`src/rtl/spi_mon_pkg.sv`:
```
package spi_mon_pkg;
  localparam int BYTE_W   = 8;
  localparam int SHORT_AW = 6;
  localparam int LONG_AW  = 10;
  localparam int REGION_W = 3;

  typedef enum logic [REGION_W-1:0] {
    RG_TX_NORM = 3'd0,
    RG_BEACON  = 3'd1,
    RG_SLOT1   = 3'd2,
    RG_SLOT2   = 3'd3,
    RG_CTRL    = 3'd4,
    RG_KEYS    = 3'd5,
    RG_RSVD    = 3'd6,
    RG_RX      = 3'd7
  } region_e;

  typedef struct packed {
    logic               is_long;
    logic               is_write;
    logic [LONG_AW-1:0] addr;
    logic [BYTE_W-1:0]  data;
    region_e            region;
  } evt_t;
endpackage

```
`src/rtl/spi_mon_sync.sv`:
```
module spi_mon_sync #(
  parameter int              W       = 4,
  parameter logic [W-1:0]    RST_VAL = '0
) (
  input  logic         clk_i,
  input  logic         rst_ni,
  input  logic [W-1:0] d_i,
  output logic [W-1:0] q_o
);
  logic [W-1:0] meta_q, sync_q;

  for (genvar i = 0; i < W; i++) begin : g_bit
    always_ff @(posedge clk_i or negedge rst_ni) begin
      if (!rst_ni) begin
        meta_q[i] <= RST_VAL[i];
        sync_q[i] <= RST_VAL[i];
      end else begin
        meta_q[i] <= d_i[i];
        sync_q[i] <= meta_q[i];
      end
    end
  end

  assign q_o = sync_q;
endmodule

```
`src/rtl/spi_byte_rx.sv`:
```
module spi_byte_rx #(
  parameter int BW = 8
) (
  input  logic          clk_i,
  input  logic          rst_ni,
  input  logic          sck_rise_i,
  input  logic          cs_hi_i,
  input  logic          mosi_i,
  input  logic          miso_i,
  output logic          byte_vld_o,
  output logic [BW-1:0] mosi_byte_o,
  output logic [BW-1:0] miso_byte_o
);
  localparam int CW = $clog2(BW);
  localparam logic [CW-1:0] LAST = CW'(BW - 1);

  logic [CW-1:0] bit_cnt_q;
  logic [BW-1:0] mosi_sh_q, miso_sh_q;

  always_ff @(posedge clk_i or negedge rst_ni) begin
    if (!rst_ni) begin
      bit_cnt_q   <= '0;
      mosi_sh_q   <= '0;
      miso_sh_q   <= '0;
      byte_vld_o  <= 1'b0;
      mosi_byte_o <= '0;
      miso_byte_o <= '0;
    end else begin
      byte_vld_o <= 1'b0;
      if (cs_hi_i) begin
        bit_cnt_q <= '0;
      end else if (sck_rise_i) begin
        mosi_sh_q <= {mosi_sh_q[BW-2:0], mosi_i};
        miso_sh_q <= {miso_sh_q[BW-2:0], miso_i};
        bit_cnt_q <= bit_cnt_q + 1'b1;
        if (bit_cnt_q == LAST) begin
          bit_cnt_q   <= '0;
          byte_vld_o  <= 1'b1;
          mosi_byte_o <= {mosi_sh_q[BW-2:0], mosi_i};
          miso_byte_o <= {miso_sh_q[BW-2:0], miso_i};
        end
      end
    end
  end
endmodule

```
`src/rtl/spi_frame_dec.sv`:
```
module spi_frame_dec
  import spi_mon_pkg::*;
(
  input  logic              clk_i,
  input  logic              rst_ni,
  input  logic              byte_vld_i,
  input  logic [BYTE_W-1:0] mosi_byte_i,
  input  logic [BYTE_W-1:0] miso_byte_i,
  input  logic              cs_rise_i,
  output logic              evt_vld_o,
  output evt_t              evt_o,
  output logic              warn_o
);
  localparam int PAD_W = LONG_AW - SHORT_AW;

  logic [1:0]        cnt_q, cnt_nxt;
  logic [BYTE_W-1:0] b0_q, b1_q;
  logic              done, done_long, wr;
  logic [LONG_AW-1:0] addr;
  region_e           region;

  function automatic region_e classify(input logic [LONG_AW-1:0] a);
    unique case (a[LONG_AW-1 -: 3])
      3'd0:    return RG_TX_NORM;
      3'd1:    return RG_BEACON;
      3'd2:    return RG_SLOT1;
      3'd3:    return RG_SLOT2;
      3'd4:    return RG_CTRL;
      3'd5:    return a[LONG_AW-4] ? RG_RSVD : RG_KEYS;
      default: return RG_RX;
    endcase
  endfunction

  always_comb begin
    done_long = (cnt_q == 2'd2);
    done      = byte_vld_i && (done_long || (cnt_q == 2'd1 && !b0_q[BYTE_W-1]));
    wr        = done_long ? b1_q[4] : b0_q[0];
    addr      = done_long ? {b0_q[6:0], b1_q[7:5]} : {{PAD_W{1'b0}}, b0_q[6:1]};
    region    = done_long ? classify(addr) : RG_TX_NORM;
    cnt_nxt   = cnt_q;
    if (byte_vld_i) cnt_nxt = done ? 2'd0 : cnt_q + 2'd1;
  end

  always_ff @(posedge clk_i or negedge rst_ni) begin
    if (!rst_ni) begin
      cnt_q     <= '0;
      b0_q      <= '0;
      b1_q      <= '0;
      evt_vld_o <= 1'b0;
      evt_o     <= '0;
      warn_o    <= 1'b0;
    end else begin
      cnt_q     <= cs_rise_i ? 2'd0 : cnt_nxt;
      warn_o    <= cs_rise_i && (cnt_nxt == 2'd1);
      evt_vld_o <= done;
      if (byte_vld_i && cnt_q == 2'd0) b0_q <= mosi_byte_i;
      if (byte_vld_i && cnt_q == 2'd1) b1_q <= mosi_byte_i;
      if (done) begin
        evt_o.is_long  <= done_long;
        evt_o.is_write <= wr;
        evt_o.addr     <= addr;
        evt_o.data     <= wr ? mosi_byte_i : miso_byte_i;
        evt_o.region   <= region;
      end
    end
  end
endmodule

```
`src/rtl/spi_access_monitor.sv`:
```
module spi_access_monitor
  import spi_mon_pkg::*;
(
  input  logic                clk_i,
  input  logic                rst_ni,
  input  logic                sck_i,
  input  logic                cs_ni,
  input  logic                mosi_i,
  input  logic                miso_i,
  output logic                evt_valid_o,
  output logic                evt_long_o,
  output logic                evt_write_o,
  output logic [LONG_AW-1:0]  evt_addr_o,
  output logic [BYTE_W-1:0]   evt_data_o,
  output logic [REGION_W-1:0] evt_region_o,
  output logic                warn_cs_o
);
  logic [3:0] pins_s;
  logic       sck_s, cs_s, mosi_s, miso_s;
  logic       sck_d_q, cs_d_q;
  logic       byte_vld;
  logic [BYTE_W-1:0] mosi_byte, miso_byte;
  evt_t       evt;

  spi_mon_sync #(.W(4), .RST_VAL(4'b0100)) u_sync (
    .clk_i (clk_i),
    .rst_ni(rst_ni),
    .d_i   ({sck_i, cs_ni, mosi_i, miso_i}),
    .q_o   (pins_s)
  );
  assign {sck_s, cs_s, mosi_s, miso_s} = pins_s;

  always_ff @(posedge clk_i or negedge rst_ni) begin
    if (!rst_ni) begin
      sck_d_q <= 1'b0;
      cs_d_q  <= 1'b1;
    end else begin
      sck_d_q <= sck_s;
      cs_d_q  <= cs_s;
    end
  end

  spi_byte_rx #(.BW(BYTE_W)) u_rx (
    .clk_i      (clk_i),
    .rst_ni     (rst_ni),
    .sck_rise_i (sck_s & ~sck_d_q),
    .cs_hi_i    (cs_s),
    .mosi_i     (mosi_s),
    .miso_i     (miso_s),
    .byte_vld_o (byte_vld),
    .mosi_byte_o(mosi_byte),
    .miso_byte_o(miso_byte)
  );

  spi_frame_dec u_dec (
    .clk_i      (clk_i),
    .rst_ni     (rst_ni),
    .byte_vld_i (byte_vld),
    .mosi_byte_i(mosi_byte),
    .miso_byte_i(miso_byte),
    .cs_rise_i  (cs_s & ~cs_d_q),
    .evt_vld_o  (evt_valid_o),
    .evt_o      (evt),
    .warn_o     (warn_cs_o)
  );

  assign evt_long_o   = evt.is_long;
  assign evt_write_o  = evt.is_write;
  assign evt_addr_o   = evt.addr;
  assign evt_data_o   = evt.data;
  assign evt_region_o = evt.region;
endmodule

```
`config.mk`:
```
export PLATFORM = sky130hd
export DESIGN_NAME = spi_access_monitor
export DESIGN_NICKNAME = d
export VERILOG_FILES = /design/src/rtl/spi_mon_pkg.sv /design/src/rtl/spi_mon_sync.sv /design/src/rtl/spi_byte_rx.sv /design/src/rtl/spi_frame_dec.sv /design/src/rtl/spi_access_monitor.sv
export SDC_FILE = /design/constraint.sdc
export NUM_CORES = 1
export LEC_CHECK = 0
export BUFFER_PORTS_ARGS = -buffer_cell sky130_fd_sc_hd__clkbuf_2
export CORE_AREA = 2 2 105 107
export CTS_CLUSTER_DIAMETER = 30
export DETAILED_ROUTE_END_ITERATION = 16
export DIE_AREA = 0 0 107 109
export SKIP_LAST_GASP = 1
export SLEW_MARGIN = 20
export SYNTH_ARGS = -nofsm -noshare
export SYNTH_HDL_FRONTEND = slang
export SYNTH_HIERARCHICAL = 1
export SYNTH_SLANG_ARGS = --single-unit
```
`constraint.sdc`:
```
create_clock -name clk_i -period 1.95 [get_ports clk_i]
set_clock_uncertainty 0.15 [all_clocks]
set_input_delay 0.195 -clock clk_i [delete_from_list [all_inputs] [get_ports clk_i]]
set_output_delay 0.195 -clock clk_i [all_outputs]
set_load 0.01 [all_outputs]
```
; Word-level counts from Yosys, hierarchy flattened
; Index checks and enable logic that the tools add are counted.
[word_totals]
register_bits = 87
input_bits = 6
elab_cells = 69
[classes]
addsub = 2
n_eq_ne = 9
mux = 15
bitwise_logic = 5
n_reduce_logical = 12
[ops]
columns = cell, n
row1 = 3-bit one-hot mux with 6 select lines, 1
row2 = 3-bit 2-to-1 mux, 4
row3 = 10-bit 2-to-1 mux, 1
row4 = 3-bit equality test (second input constant), 3
row5 = 2-bit 2-to-1 mux, 4
row6 = 8-bit 2-to-1 mux, 1
row7 = 3-bit by 2-bit equality test with 1-bit output (second input constant), 2
row8 = 1-bit logical AND, 5
row9 = 2-bit by 1-bit equality test with 1-bit output (second input constant), 2
row10 = 1-bit 2-to-1 mux, 4
row11 = 3-bit by 1-bit adder with 3-bit output (second input constant), 1
row12 = 3-bit by 1-bit equality test with 1-bit output (second input constant), 1
row13 = 3-bit zero test, 1
row14 = 1-bit inverter, 3
row15 = 3-bit AND reduction, 1
row16 = 2-bit by 1-bit adder with 2-bit output (second input constant), 1
row17 = 1-bit AND, 2
row18 = 2-bit equality test (second input constant), 1
row19 = 2-bit zero test, 1
row20 = 2-bit AND reduction, 1
row21 = 2-bit nonzero test, 1
row22 = 1-bit zero test, 1
row23 = 1-bit logical OR, 1

; Longest topological paths before layout
[logic_depth]
word_depth = 8
depth_mapped = 7

; Modules after synthesis
; The synthesis kept the hierarchy.
[modules_own_cells]
columns = module, n_inst, cells_per_inst, area_each_um2, seq_area_each_um2
row1 = spi_frame_dec, 1, 122, 1805.5, 975.9
row2 = spi_byte_rx, 1, 80, 1423.9, 850.8
row3 = spi_mon_sync, 1, 8, 202.7, 202.7
row4 = spi_access_monitor, 1, 4, 78.8, 51.3

; Worst setup path before layout
; Ideal clock, no wire load.
[synth_timing]
path_type = register to register
start = reg u_dec.cnt_q[0]
end = reg u_dec/evt_o[5] (netlist name)
arrival_time_ps = 1739
t_required_ps = 1675
path_slack_ps = -64
path_stages_with_launch = 7
path_buffers = 1
period_less_slack_ps = 2014
path_cell_list = dfrtp_1 inv_1 ha_1 buf_6 mux2i_4 mux2_4 mux2_4
[synth_lines]
columns = element, line
row1 = "start, declared", spi_frame_dec.sv:16  ; logic [1:0] cnt_q, cnt_nxt;
row2 = "start signal, assigned", spi_frame_dec.sv:53  ; cnt_q <= cs_rise_i ? 2'd0 : cnt_nxt;
row3 = 2-bit equality test *, spi_frame_dec.sv:35  ; done_long = (cnt_q == 2'd2);
row4 = net u_dec.done_long, spi_frame_dec.sv:18  ; logic done, done_long, wr;
row5 = 1-bit 2-to-1 mux / 1-bit logical OR (equally long branches), "spi_frame_dec.sv:37, spi_frame_dec.sv:36"
row6 = 8-bit 2-to-1 mux / 1-bit logical AND (equally long branches), "spi_frame_dec.sv:62, spi_frame_dec.sv:36"
row7 = "end, declared", spi_frame_dec.sv:11  ; output evt_t evt_o,
; Mark *: on every way through the listed nets, which the timed path passes. The rest lies on a longest branch.
; A chain may end at the register's enable or synchronous reset.

; Final worst setup path
; Same ends and word-level chain as after synthesis.

==> results.md <==
- CORE AREA: 10600 um2
- Final period utilization: 97.5%
- RSZ-0062 raised after global routing: false
- Sw Share: 22.6%
- Gr usage total: 11.2%
- Syn nets: 225
- Via count: 1825
- Net switching power: 775 uW
- Synth cell count leaders: dfrtp_1, mux2_4, mux2_1
- Clk Latency, worst-skew pair: 350 ps
- Synth top area share: 57.0%
- Reg2Reg Depth: 6
- Relative slew slack: 71.3%
- Die width: 107 um
- Max-cap viol count: 0
- Clock share of power: 36.0%
- Highest routed layer: met4
- Num CTS Buffers: 9
- Die Area: 11700 um2
- Met2 WL: 2840 um
- Pwr Density: 830 nW/um2
- Fillers: 985
- Int Pwr: 2660 uW
- Static Leakage: 0.00209 uW
- CP Data Arrival Time: 1990 ps
- Hold depth: 0
- Hold Fails Final Rpt: 0
- Die Y: 109 um
- Gpl congestion: 0.717
- Syn. warnings: 6
- Top FF cell, synth: dfrtp_1
- Antenna violations before repair: 0
- Post-DP HPWL: 4060 um
- Longest Clk Path Bufs: 2
- Fin util: 39.0%
- First-pass GRT wire length: 9870 um
- Sequential share of power: 56.8%
- Cells along the critical path: inv_2 -> ha_4 -> mux2i_4 -> buf_12 -> mux2_4 -> mux2_4
- Most frequent cell after synthesis: dfrtp_1
- Layout Nets: 271
- Crit Path Class: reg2reg
- Synth area leader: dfrtp_1
- Number of flops mapped to enable cells by yosys: 0
- Fmax: 0.526 GHz
- Largest delay contributor family on the critical path: multiplexers
- Clk slew on worst S/H paths: 90 ps
- CP endpoint kind: register
- CTS H-Tree Depth: 3
- Post-synthesis sequential area ratio: 59.3%
- Fin Setup TNS: 0 ps
- Postcts setup bufs: 0
- Final setup fails: 0
- Final wirelength: 5880 um
- CTS tree: yes
- Combinational fraction of design power: 7.2%
- Slew Viols, Final: 0
- Share of cells above drive strength 1: 44.2%
- Worst path depth: 6
- VDD IR max: 0.301 mV
- Top cells by area, synth: dfrtp_1, mux2_4, mux2_1, mux2_2, dfstp_2
- WL met1: 2780 um
- Drt first pass iters: 3
- I/O Pins: 31
- Number of DRC markers in iteration 0: 60
- WL met3: 191 um
- CTS Root Buffer Type: clkbuf_8
- Sum of buffers and inverters on the critical path: 2
- Row count: 38
- Max FO, Critical Path: 9
- Vias in the first global route: 1852
- Tightest Pin Transition: 430 ps
- Clock Sinks: 83
- Unique masters post-synth: 33
- PortBufs: 30
- Starting Density: 33.1%
- Fin crit period: 1900 ps
- Mapped Area: 3510 um2
- Vias/cell: 4.51
- Status: finished clean
- Cell mode on critical path: mux2_4
- DRT antenna net count: 0
- Required time worst endpoint: 2040 ps
- CP max-delay cell: dfrtp_1
- Remaining DRCs: 0
- Total gr overflow: 0
- Worst hold slack: 201 ps
- Register bit total from synthesis: 83
- Largest net degree at the start of global routing: 51
- CP startpoint kind: register
- HP Class: reg2reg
- Area Overhead vs Synth: 17.7%
- Async set or reset register ratio after synthesis: 100%
- Drt wl/cell: 14.5 um
- N_diodes: 0
- Cell count after synthesis: 214
- Mean post-synth cell area: 16.4 um2
- Largest stage delay, worst path: 430 ps
worst reg2reg max path: cells and delay by family, from the launching register on:
kind / cells / cell delay, ps
muxes: 3 / 800
adders and majority gates: 1 / 150
DFF: 1 / 430
buffers and inverters: 2 / 260
layout make-up:
| type | instances | area [um2] | share of cell area [%] |
|---|---|---|---|
| Sequential cell | 83 | 2080 | 50.3 |
| Clock inverter | 5 | 60.1 | 1.45 |
| Inverter | 9 | 33.8 | 0.817 |
| Clock buffer | 11 | 141 | 3.42 |
| Tap cell | 140 | 175 | 4.24 |
| Multi-Input combinational cell | 114 | 1330 | 32.2 |
| Timing Repair Buffer | 43 | 313 | 7.57 |
timing repair:
item / CTS / global route
endpoints found under the setup margin: 0 / 14
hold buffers: 5 / 0
resized for setup: 0 / 3
hold endpoints to repair: 87 / 0
state kept, by name, indices dropped and copies added (netlist names):
signal and count:
u_dec/evt_o 23, u_dec/b0_q 8, u_rx/miso_byte_o 8, u_rx/mosi_byte_o 8
u_rx/miso_sh_q 7, u_rx/mosi_sh_q 7, u_dec/b1_q 4, u_sync/meta_q 4
u_sync/q_o 4, u_rx/bit_cnt_q 3, u_dec/cnt_q 2, cs_d_q 1
sck_d_q 1, u_dec/evt_vld_o 1, u_dec/warn_o 1, u_rx/byte_vld_o 1
stage by stage:
stage	std cells	instance area [um2]	total power [uW]	worst slack, ps
after floorplan	214	3520	2140	-22.3
after global placement	384	3870	2220	82.3
after detailed placement	384	3870	2230	31.1
after CTS	405	4120	3500	10.0
after global routing	405	4130	3600	13.4
final	405	4130	3430	48.0
power by group through the flow:
stage	Clock (uW)	Combinational (uW)	Sequential [uW]
floorplan	0	187	1950
global placement	0	238	1980
detailed placement	0	243	1990
CTS	1300	255	1950
global route	1360	270	1970
finish	1240	248	1950
metal layers:
| metal | vias to the layer above | global-route usage [%] |
|---|---|---|
| met5 | - | 0 |
| met4 | 0 | 4.17 |
| met3 | 7 | 3.77 |
| met2 | 32 | 17.0 |
| met1 | 932 | 14.8 |
| li1 | 854 | - |
worst paths after layout:
check	from	endpoint	slack, ps
min reg2reg	u_sync/meta_q[3]	u_sync/q_o[3]	200
max in group asynchronous	rst_ni	u_sync/q_o[1]	1050
max reg2reg	u_dec/cnt_q[0]	u_dec/evt_o[5]	50
min	u_sync/meta_q[3]	u_sync/q_o[3]	200
min in group asynchronous	rst_ni	u_dec/warn_o	210
max	u_dec/cnt_q[0]	u_dec/evt_o[5]	50
placed cells by master (no fill, tap or decap), drive strengths merged, types with 4 or more instances in the layout:
master / count
nor2b: 4
nand2: 6
a32o: 4
ha: 5
dfrtp: 80
dlygate4sd3: 5
buf: 9
mux2: 70
inv: 10
mux2i: 4
clkbuf: 40
cell families (layout without fill, tap and decap cells):
kind of cell | after synthesis | in the layout | share of synthesized area [%]
adder cells (fa/ha/maj) | 5 | 5 | 1.78
flip-flops | 83 | 83 | 59.3
multiplexers | 74 | 74 | 27.8
buffers and inverters | 17 | 68 | 3.49
AO/OA/AOI/OAI | 17 | 17 | 3.96
AND/OR/NAND/NOR | 18 | 18 | 3.71
(Power assumes the default switching activity.)
